==> src/rtl/rkq_pkg.sv <==
package rkq_pkg;
  typedef enum logic [1:0] {
    RKQ_IDLE   = 2'b00,
    RKQ_REPAIR = 2'b01,
    RKQ_RETAIN = 2'b10,
    RKQ_UNDEF  = 2'b11
  } rkq_verdict_e;
endpackage

==> src/rtl/rkq_window_ctrl.sv <==
module rkq_window_ctrl #(
  parameter int CWL_W    = 5,
  parameter int AL_W     = 5,
  parameter int PL_W     = 3,
  parameter int WIN_CLKS = 4
) (
  input  logic             clk_i,
  input  logic             rst_ni,
  input  logic             wr_cmd_i,
  input  logic [CWL_W-1:0] cwl_i,
  input  logic [AL_W-1:0]  al_i,
  input  logic [PL_W-1:0]  pl_i,
  output logic             cap_o,
  output logic             first_o,
  output logic             last_o,
  output logic             overlap_o
);
  localparam int MAX_AW = (CWL_W > AL_W) ? CWL_W : AL_W;
  localparam int MAX_W  = (MAX_AW > PL_W) ? MAX_AW : PL_W;
  localparam int WL_W   = MAX_W + 2;
  localparam int IDX_W  = (WIN_CLKS > 1) ? $clog2(WIN_CLKS) : 1;
  localparam logic [IDX_W-1:0] IDX_LAST = IDX_W'(WIN_CLKS - 1);

  typedef enum logic [1:0] {ST_IDLE, ST_WAIT, ST_CAP} st_e;

  st_e              state_q;
  logic [WL_W-1:0]  cnt_q;
  logic [IDX_W-1:0] idx_q;
  logic [WL_W-1:0]  wl_sum, wl_eff;

  assign wl_sum = WL_W'(cwl_i) + WL_W'(al_i) + WL_W'(pl_i);
  assign wl_eff = (wl_sum == '0) ? WL_W'(1) : wl_sum;

  always_ff @(posedge clk_i or negedge rst_ni) begin
    if (!rst_ni) begin
      state_q <= ST_IDLE;
      cnt_q   <= '0;
      idx_q   <= '0;
    end else begin
      unique case (state_q)
        ST_IDLE: if (wr_cmd_i) begin
          idx_q <= '0;
          if (wl_eff == WL_W'(1)) state_q <= ST_CAP;
          else begin
            state_q <= ST_WAIT;
            cnt_q   <= wl_eff - WL_W'(1);
          end
        end
        ST_WAIT: begin
          if (cnt_q == WL_W'(1)) state_q <= ST_CAP;
          else cnt_q <= cnt_q - WL_W'(1);
        end
        ST_CAP: begin
          if (idx_q == IDX_LAST) state_q <= ST_IDLE;
          else idx_q <= idx_q + IDX_W'(1);
        end
        default: state_q <= ST_IDLE;
      endcase
    end
  end

  assign cap_o     = (state_q == ST_CAP);
  assign first_o   = cap_o && (idx_q == '0);
  assign last_o    = cap_o && (idx_q == IDX_LAST);
  assign overlap_o = wr_cmd_i && (state_q != ST_IDLE);

  // window is contiguous once opened
  p_idx_steps_r2: assert property (@(posedge clk_i) disable iff (!rst_ni)
    (cap_o && !last_o) |=> (cap_o && idx_q == $past(idx_q) + IDX_W'(1)));

  // command while busy leaves the countdown untouched
  p_wait_ignores_cmd_r7: assert property (@(posedge clk_i) disable iff (!rst_ni)
    (state_q == ST_WAIT && cnt_q != WL_W'(1)) |=> (state_q == ST_WAIT && cnt_q == $past(cnt_q) - WL_W'(1)));
endmodule

==> src/rtl/rkq_beat_scan.sv <==
module rkq_beat_scan
  import rkq_pkg::*;
#(
  parameter int DQ_W      = 4,
  parameter int BEATS     = 2,
  parameter int RUN_BEATS = 4
) (
  input  logic                       clk_i,
  input  logic                       rst_ni,
  input  logic                       cap_i,
  input  logic                       first_i,
  input  logic [BEATS-1:0][DQ_W-1:0] beats_i,
  output rkq_verdict_e               verdict_o
);
  localparam int RUN_W = $clog2(RUN_BEATS + 1);
  localparam logic [RUN_W-1:0] RUN_MAX = RUN_W'(RUN_BEATS);

  logic [BEATS-1:0] beat_zero, beat_ones;
  logic             low_q, hit_q;
  logic [RUN_W-1:0] run_q;
  logic             low_c [BEATS+1];
  logic             hit_c [BEATS+1];
  logic [RUN_W-1:0] run_c [BEATS+1];

  for (genvar g = 0; g < BEATS; g++) begin : g_beat
    assign beat_zero[g] = ~|beats_i[g];
    assign beat_ones[g] = &beats_i[g];
  end

  always_comb begin
    low_c[0] = first_i ? 1'b1 : low_q;
    hit_c[0] = first_i ? 1'b0 : hit_q;
    run_c[0] = first_i ? '0 : run_q;
    for (int b = 0; b < BEATS; b++) begin
      low_c[b+1] = low_c[b] & beat_zero[b];
      if (!beat_ones[b])          run_c[b+1] = '0;
      else if (run_c[b] == RUN_MAX) run_c[b+1] = RUN_MAX;
      else                        run_c[b+1] = run_c[b] + RUN_W'(1);
      hit_c[b+1] = hit_c[b] | (run_c[b+1] == RUN_MAX);
    end
  end

  always_ff @(posedge clk_i or negedge rst_ni) begin
    if (!rst_ni) begin
      low_q <= 1'b1;
      hit_q <= 1'b0;
      run_q <= '0;
    end else if (cap_i) begin
      low_q <= low_c[BEATS];
      hit_q <= hit_c[BEATS];
      run_q <= run_c[BEATS];
    end
  end

  always_comb begin
    if (low_c[BEATS])      verdict_o = RKQ_REPAIR;
    else if (hit_c[BEATS]) verdict_o = RKQ_RETAIN;
    else                   verdict_o = RKQ_UNDEF;
  end

  // a high beat rules out repair for the rest of the window
  p_low_drops_r5: assert property (@(posedge clk_i) disable iff (!rst_ni)
    (cap_i && !first_i && !low_q) |-> (verdict_o != RKQ_REPAIR));

  // an abort run stays detected to the end of the window
  p_hit_holds_r4: assert property (@(posedge clk_i) disable iff (!rst_ni)
    (cap_i && !first_i && hit_q) |-> (verdict_o == RKQ_RETAIN));
endmodule

==> src/rtl/repair_key_qualifier.sv <==
module repair_key_qualifier
  import rkq_pkg::*;
#(
  parameter int DQ_W      = 4,
  parameter int CWL_W     = 5,
  parameter int AL_W      = 5,
  parameter int PL_W      = 3,
  parameter int WIN_CLKS  = 4,
  parameter int RUN_CLKS  = 2
) (
  input  logic             clk_i,
  input  logic             rst_ni,
  input  logic             wr_cmd_i,
  input  logic [CWL_W-1:0] cwl_i,
  input  logic [AL_W-1:0]  al_i,
  input  logic [PL_W-1:0]  pl_i,
  input  logic [DQ_W-1:0]  dq_rise_i,
  input  logic [DQ_W-1:0]  dq_fall_i,
  output logic             verdict_valid_o,
  output logic [1:0]       verdict_o,
  output logic             overlap_err_o
);
  localparam int BEATS = 2;
  localparam int RUN_BEATS = RUN_CLKS * BEATS;

  logic cap, first, last, overlap;
  logic [BEATS-1:0][DQ_W-1:0] beats;
  rkq_verdict_e verdict_d;

  logic       valid_q, err_q;
  logic [1:0] code_q;

  assign beats = {dq_fall_i, dq_rise_i};

  rkq_window_ctrl #(
    .CWL_W(CWL_W), .AL_W(AL_W), .PL_W(PL_W), .WIN_CLKS(WIN_CLKS)
  ) u_ctrl (
    .clk_i, .rst_ni, .wr_cmd_i, .cwl_i, .al_i, .pl_i,
    .cap_o(cap), .first_o(first), .last_o(last), .overlap_o(overlap)
  );

  rkq_beat_scan #(
    .DQ_W(DQ_W), .BEATS(BEATS), .RUN_BEATS(RUN_BEATS)
  ) u_scan (
    .clk_i, .rst_ni, .cap_i(cap), .first_i(first), .beats_i(beats),
    .verdict_o(verdict_d)
  );

  always_ff @(posedge clk_i or negedge rst_ni) begin
    if (!rst_ni) begin
      valid_q <= 1'b0;
      code_q  <= RKQ_IDLE;
      err_q   <= 1'b0;
    end else begin
      valid_q <= last;
      code_q  <= last ? verdict_d : RKQ_IDLE;
      err_q   <= err_q | overlap;
    end
  end

  assign verdict_valid_o = valid_q;
  assign verdict_o       = code_q;
  assign overlap_err_o   = err_q;

  p_valid_pulse_r6: assert property (@(posedge clk_i) disable iff (!rst_ni)
    verdict_valid_o |=> !verdict_valid_o);

  p_code_idle_r6: assert property (@(posedge clk_i) disable iff (!rst_ni)
    !verdict_valid_o |-> (verdict_o == RKQ_IDLE));

  p_err_sticky_r7: assert property (@(posedge clk_i) disable iff (!rst_ni)
    overlap_err_o |=> overlap_err_o);

  p_valid_after_window_r2: assert property (@(posedge clk_i) disable iff (!rst_ni)
    $rose(verdict_valid_o) |-> $past(cap));
endmodule

==> config.mk <==
export PLATFORM = sky130hd
export DESIGN_NAME = repair_key_qualifier
export DESIGN_NICKNAME = d
export VERILOG_FILES = /design/src/rtl/rkq_pkg.sv /design/src/rtl/rkq_window_ctrl.sv /design/src/rtl/rkq_beat_scan.sv /design/src/rtl/repair_key_qualifier.sv
export SDC_FILE = /design/constraint.sdc
export NUM_CORES = 1
export LEC_CHECK = 0
export BUFFER_PORTS_ARGS = -buffer_cell sky130_fd_sc_hd__buf_4
export CORE_ASPECT_RATIO = 1.75
export CORE_MARGIN = 2
export CORE_UTILIZATION = 52
export DETAILED_ROUTE_END_ITERATION = 10
export GPL_ROUTABILITY_DRIVEN = 0
export HOLD_SLACK_MARGIN = 0.08
export PLACE_DENSITY_LB_ADDON = 0.1
export SYNTH_ARGS = -nofsm -noshare
export SYNTH_HDL_FRONTEND = slang
export SYNTH_SLANG_ARGS = --single-unit
export TNS_END_PERCENT = 50
==> constraint.sdc <==
create_clock -name clk_i -period 2.3 [get_ports clk_i]
set_input_delay 0.46 -clock clk_i [delete_from_list [all_inputs] [get_ports clk_i]]
set_output_delay 0.46 -clock clk_i [all_outputs]
set_load 0.03 [all_outputs]
==> results of run 1 <==
-- metal layers --
| metal | GRT usage | vias to the layer above | share of wire |
|---|---|---|---|
| met1 | 0.2203 | 913 | 0.30 |
| met5 | 0 | - | 0 |
| met2 | 0.5270 | 72 | 0.61 |
| met4 | 0.1922 | 0 | 0.066 |
| li1 | - | 892 | - |
| met3 | 0.02518 | 36 | 0.027 |
-- worst min-delay path, delay by kind of cell --
family | cells | cell delay, ns
buf+inv | 1 | 0.09
simple gates | 2 | 0.09
compound gates | 1 | 0.06
-- stage by stage --
stage                     hold WS (ns)  TNS, ns  setup slack [ns]
after CTS                       0.4350   -7.400           -0.9001
after floorplan                 0.1644   -8.384            -1.138
after global placement          0.3472   -9.127            -1.129
final                           0.4391   -7.691            -1.033
after global routing            0.4612   -8.870            -1.055
after detailed placement        0.3513   -10.52            -1.255
-- power breakdown --
part / internal (mW) / switching, mW / leakage [nW]
logic: 0.832 / 0.920 / 0.979
registers: 0.494 / 0.119 / 0.244
clock network: 0.232 / 0.121 / 0.0357
-- cells by family (layout without fill, tap and decap cells) --
group,Yosys count,after routing,share of synthesized area
AO/OA/AOI/OAI,50,51,0.1992
buffers and inverters,25,93,0.05469
flip-flops,20,20,0.2708
AND/OR/NAND/NOR,84,84,0.2404
XOR/XNOR,9,9,0.05672
adder cells (fa/ha/maj),21,21,0.1499
multiplexers,4,4,0.02836
-- final cells by class --
class,instances,area share
timing repair buffer,71,0.2069
sequential,20,0.1835
inverter,18,0.02471
clock buffer,3,0.01510
clock inverter,1,0.01098
multi-input combinational,169,0.5382
tap,45,0.02059
-- cells in the final DEF (no fill, tap or decap), drive strengths merged, types with 2 or more instances in the layout --
| cell type | synthesis | layout |
|---|---|---|
| nand3 | 8 | 8 |
| a311oi | 2 | 2 |
| o21bai | 2 | 2 |
| a32o | 2 | 2 |
| mux2i | 4 | 4 |
| o31ai | 3 | 3 |
| a21o | 3 | 3 |
| a22o | 3 | 3 |
| nand3b | 3 | 3 |
| and2 | 3 | 3 |
| clkbuf | 6 | 3 |
| nor2b | 4 | 4 |
| ha | 19 | 19 |
| nand2 | 27 | 27 |
| buf | 1 | 70 |
| nor4 | 5 | 5 |
| xor2 | 3 | 3 |
| nand2b | 7 | 7 |
| a21oi | 11 | 11 |
| dfrtp | 19 | 19 |
| a31oi | 4 | 5 |
| inv | 18 | 18 |
| fa | 2 | 2 |
| nand4 | 2 | 2 |
| xnor2 | 6 | 6 |
| nor3 | 2 | 2 |
| or3 | 2 | 2 |
| or2 | 2 | 2 |
| o21ai | 12 | 12 |
| nor3b | 2 | 2 |
| nor2 | 13 | 13 |
-- final timing paths --
check	slack (ns)	depth (start not counted)	end	start
setup / recovery	-1.03	19	u_ctrl.cnt_q[4]	cwl_i[0]
hold / removal	0.44	4	u_scan.low_q	dq_fall_i[2]
setup reg to reg	-0.03	13	u_scan.hit_q	u_ctrl.idx_q[0]
hold reg to reg	0.49	1	overlap_err_o	overlap_err_o
max in group asynchronous	1.41	2	u_scan.low_q	rst_ni
min in group asynchronous	0.62	2	u_ctrl.idx_q[1]	rst_ni
-- flip-flops by register name, summed over array words and instances, names as in the netlist --
register and cells:
u_ctrl.idx_q 2, u_scan.low_q 1, verdict_o 2, overlap_err_o 1, verdict_valid_o 1, u_scan.hit_q 1, u_scan.run_q 3, u_ctrl.state_q 2
u_ctrl.cnt_q 7
-- what timing repair did --
| action | in CTS | in global routing |
|---|---|---|
| endpoints found under the setup margin | 12 | 12 |
| pin swaps | 14 | 11 |
| gates resized for setup | 8 | 20 |
| buffers inserted | 2 | 4 |
| hold endpoints to repair | 19 | 0 |
| hold buffers | 1 | 0 |
| cloned | 0 | 1 |
==> key figures, run 1 <==
Setup path
  – CP Class: input port to register
  – Slowest CP cell: fa_2
  – Crit-path leading delay family: adder cells
  – Slowest stage delay, CP: 0.38 ns
  – Crit-path cells: buf_8, ha_4, inv_2, fa_2, xnor2_4, ha_4, a21oi_4, nand2_2, nand2_2, mux2i_4, a31oi_4, ha_2, inv_2, a211oi_4, xnor2_1, mux2i_1, xor2_1, o21ai_1, a22o_1
  – CP bufs+invs: 3
  – Startpoint class of the critical path: input port
  – CP arrival: 3.48 ns
  – Crit. End Element: register
  – CP Data Required Time: roughly 2.5 ns
  – Worst-path maximum fanout: 3

Timing
  – Max frequency: 300.0 MHz
  – Clk_skew: 0.001380 ns
  – PnR worst setup slack: -1.033 ns
  – Endpoints failing setup: 11
  – RSZ-0062 raised after global routing: true
  – Max Slew Vio Count: 0
  – Slew headroom: 0.6077
  – Worst slew pin tran: 0.5831 ns
  – Final Cycle Share: 1.449
  – Final Critical Period: about 3.3 ns
  – Fin. Hold Viols: 0

CTS
  – Clock sinks: 20
  – CTS tree: done
  – Clock-pin slew on the worst setup and hold paths: 0.07 ns
  – H-tree depth: 1
  – Num CTS Buffers: 3
  – Root buffer cell: clkbuf_8
  – Worst skew pair latency: ~0.26 ns
  – Clk buf depth: 2

Pwr
  – Power, Total: 2.718 mW
  – Max IR drop VDD: about 970 uV
  – Pwr per Cell Area: 994.3 mW/mm2
  – Pleak: 1.259 nW

Synth
  – YS warnings: 0
  – Post-synth top cells: 26 x nand2_1, 19 x dfrtp_1, 19 x ha_1, 17 x inv_1, 12 x nor2_1
  – Flops & latches, synth: 20
  – Async S/R FF share, synth: 1.000
  – Syn avg cell area: a little under 9 um2
  – Synth top area share: 0.2566
  – Dominant cells by area after synthesis: dfrtp_1 26%, ha_1 13%, nand2_1 5.3%, inv_1 3.4%, a21oi_1 2.7%
  – Library cells used by synthesis: 57
  – Post-synthesis sequential area ratio: 0.2708
  – Most common cell in the synthesized netlist: nand2_1
  – Synth area leader: dfrtp_1
  – Syn Inst Count: 213
  – EDFF count, synth: 0
  – Primary FF master, synth: dfrtp_1
  – Mapped Area: 0.001853 mm2
  – Mapped Nets: ~260

Cells and area
  – Area of the multi-input gates: about 0.0015 mm2
  – Final Util: 0.8045
  – Finished Layout Cells: 327
  – Share of layout cells above drive strength 1: 0.4113
  – Layout Nets: roughly 330
  – # fillers: roughly 240
  – Register area: 501.7 um2
  – Fin area: 0.002734 mm2
  – # diodes: 0
  – Layout area overhead: 47.54%

Drt
  – Detailed Route WL: 5809 um
  – Vias after detailed routing: between 1.5k and 2k
  – Wirelength per Cell: 17.76 um
  – Final antenna-violating net count: 0
  – Pre-antenna DRT Iters: 4
  – DRC: 0
  – Iteration-0 DRC Markers: 82
  – DR vias/cell: 5.850

Outcome
  – Failing checks: negative setup slack
  – Status: finished with violations

Floorplan
  – DIE WIDTH: 49.13 um
  – Die Span Y: 82.97 um
  – Die ar.: 0.004076 mm2
  – Core area: ~0.0034 mm2
  – Rows: 28
  – Initial Util: 0.5453
  – Num ports: 28

Global routing
  – Total Routing Usage GR: 0.2629
  – Vias in the first global route: 1991
  – Global route overflow: 0
  – Global-route wire length before repair: 8376 um
  – Antenna violations before repair: 0
  – Largest net degree at the start of global routing: 21

Place
  – Port buffer count: 27
  – Detailed placement HPWL: between 4000 and 5000 um
  – Placed Instances: 315
  – Cell Area, Placed: 0.002419 mm2

Run
  – Max-Cap Viols: 0

Worst hold path
  – Min-Delay Path Class: input port to register
(Power assumes the default switching activity.)
==> run 2, diff against run 1 <==
Settings changed: PLACE_DENSITY from default to 0.77, PLACE_DENSITY_LB_ADDON 0.1 to default.
==> run 2 against run 1 <==
  * The run still ends with negative setup slack left
  * Wire length down 3.0%
  * Global-route usage down 0.22 points
  * Register-to-register slack worse by 0.07 ns
  * Setup slack better by 0.050 ns
==> key figures, run 2 (synthesis gave the netlist of run 1 again) <==
Floorplan
  – Num ports: 28
  – Initial Util: 0.5453
  – Die Span Y: 82.97 um
  – Die ar.: 0.004076 mm2
  – DIE WIDTH: around 50 um
  – Rows: 28
  – Core area: ~0.0034 mm2

CTS
  – CTS tree: done
  – Clock sinks: 20
  – H-tree depth: 1
  – Clock-pin slew on the worst setup and hold paths: 0.07 ns
  – Clk buf depth: 2
  – Root buffer cell: clkbuf_8
  – Worst skew pair latency: roughly 0.26 ns
  – Num CTS Buffers: 3

Cells and area
  – Share of layout cells above drive strength 1: 0.4089
  – Top flop regs: u_ctrl.cnt_q: 7 flops, u_scan.run_q: 3 flops
  – Max FFs per register: 7
  – Layout Nets: 337
  – Most common cell after layout, fill and taps aside: buf_4
  – # diodes: 0
  – Biggest register: u_ctrl.cnt_q
  – # fillers: 223
  – Finished Layout Cells: 336
  – Commonest non-fill, non-tap cells in the layout: 73 x buf_4, 24 x nand2_1, 19 x dfrtp_1, 15 x inv_1, 15 x ha_1
  – Layout area overhead: 47.40%

Worst hold path
  – Min-Delay Path Class: input port to register

Setup path
  – Crit-path cells: buf_8, ha_4, inv_2, fa_2, fa_2, inv_2, a21oi_4, nand2_2, mux2i_4, a31oi_4, inv_1, ha_2, nor3b_4, buf_4, buf_6, a31oi_4, nand2_1, a22o_1
  – CP arrival: 3.43 ns
  – Startpoint class of the critical path: input port
  – CP Class: input port to register
  – CP Data Required Time: 2.45 ns
  – Slowest CP cell: fa_2
  – Slowest stage delay, CP: around 0.45 ns
  – CP bufs+invs: 6
  – Crit. End Element: register
  – Worst-path maximum fanout: 7
  – Crit-path leading delay family: adder cells

Timing
  – Worst slew pin tran: about 0.7 ns
  – Final Cycle Share: 1.427
  – Slew headroom: 0.5295
  – Fin. Hold Viols: 0
  – Worst Hold Margin: 0.4401 ns
  – Max Slew Vio Count: 0
  – Final Critical Period: 3.283 ns
  – Clk_skew: 0.001760 ns
  – PnR worst setup slack: -0.9828 ns
  – Endpoints failing setup: 11
  – Max frequency: 304.6 MHz
  – RSZ-0062 raised after global routing: true

Pwr
  – Power, Total: 2.695 mW
  – Max IR drop VDD: 573.7 uV
  – Pleak: 1.295 nW
  – Pwr per Cell Area: between 900 and 1000 mW/mm2

Place
  – Port buffer count: 27
  – Detailed placement HPWL: 3709 um
  – Placed Instances: between 300 and 400

Drt
  – Final antenna-violating net count: 0
  – Detailed Route WL: 5634 um
  – Vias after detailed routing: approximately 2.0k
  – Wirelength per Cell: 16.77 um
  – DRC: 0
  – Iteration-0 DRC Markers: 77
  – Pre-antenna DRT Iters: 4
  – DR vias/cell: between 5 and 6

Outcome
  – Status: finished with violations
  – Failing checks: negative setup slack

Global routing
  – Largest net degree at the start of global routing: 21
  – Antenna violations before repair: 0
  – Total Routing Usage GR: 0.2608
  – Vias in the first global route: 1951
  – Global-route wire length before repair: a little over 8000 um
  – Global route overflow: 0

Run
  – Max-Cap Viols: 0
run 2: changes by cell type in the layout (fill, tap and decap cells not counted), sizes merged:
cell / change
buf: +9
run 2: final cells by class:
| cell class | instances | area [um2] | share of cell area |
|---|---|---|---|
| tap | 45 | 56.30 | 0.02061 |
| sequential | 20 | 501.7 | 0.1837 |
| clock buffer | 3 | 41.29 | 0.01512 |
| timing repair buffer | 80 | 629.4 | 0.2304 |
| clock inverter | 1 | 30.03 | 0.01099 |
| inverter | 18 | 67.56 | 0.02474 |
| multi-input combinational | 169 | 1405 | 0.5144 |
run 2: per-stage QoR:
step                      instance area (um2)  utilization  TNS, ns  setup WS [ns]
after floorplan                          1916            -   -8.384         -1.138
after global placement                   2464       0.7250   -9.306         -1.118
after detailed placement                 2464       0.7250   -10.10         -1.240
after CTS                                2643       0.7776   -6.721        -0.8669
after global routing                     2731       0.8038   -9.443         -1.065
final                                    2731       0.8038   -7.996        -0.9828
run 2: path summary, 6_finish.rpt:
path	startpoint	to	slack [ns]	cells past startpoint
max	al_i[0]	u_ctrl.cnt_q[4]	-0.98	18
min	dq_fall_i[2]	u_scan.low_q	0.44	4
max reg2reg	u_ctrl.idx_q[0]	verdict_o[0]	-0.10	14
min reg2reg	overlap_err_o	overlap_err_o	0.48	1
max in group asynchronous	rst_ni	u_scan.low_q	1.42	2
min in group asynchronous	rst_ni	overlap_err_o	0.61	2
run 2: power by group:
| group | internal [mW] | switching (mW) |
|---|---|---|
| logic | 0.839 | 0.893 |
| registers | 0.494 | 0.114 |
| clock network | 0.232 | 0.122 |
| total | 1.57 | 1.13 |
run 2: repair_timing:
| item | CTS | global route |
|---|---|---|
| endpoints found under the hold margin | 19 | 0 |
| hold buffers | 1 | 0 |
| resized for setup | 10 | 8 |
| pin swaps | 25 | 9 |
| setup endpoints to repair | 12 | 12 |
| cloned | 1 | 0 |
| setup buffers | 4 | 5 |
run 2: layer usage:
| metal | track usage | share of wire |
|---|---|---|
| met1 | 0.2172 | 0.33 |
| met2 | 0.5516 | 0.59 |
| met3 | 0.01619 | 0.030 |
| met4 | 0.1455 | 0.048 |
| met5 | 0 | 0 |
run 2: worst register-to-register path, cell delays in order (launching register included):
cell	delay, ns
dfrtp_1	0.38
inv_1	0.06
ha_1	0.15
nand3b_1	0.13
nand2_1	0.11
ha_1	0.16
a21oi_1	0.08
o21ai_1	0.18
inv_1	0.07
ha_1	0.19
nor2b_1	0.15
a311oi_2	0.32
nand3b_1	0.15
nand2_1	0.10
a21oi_1	0.07
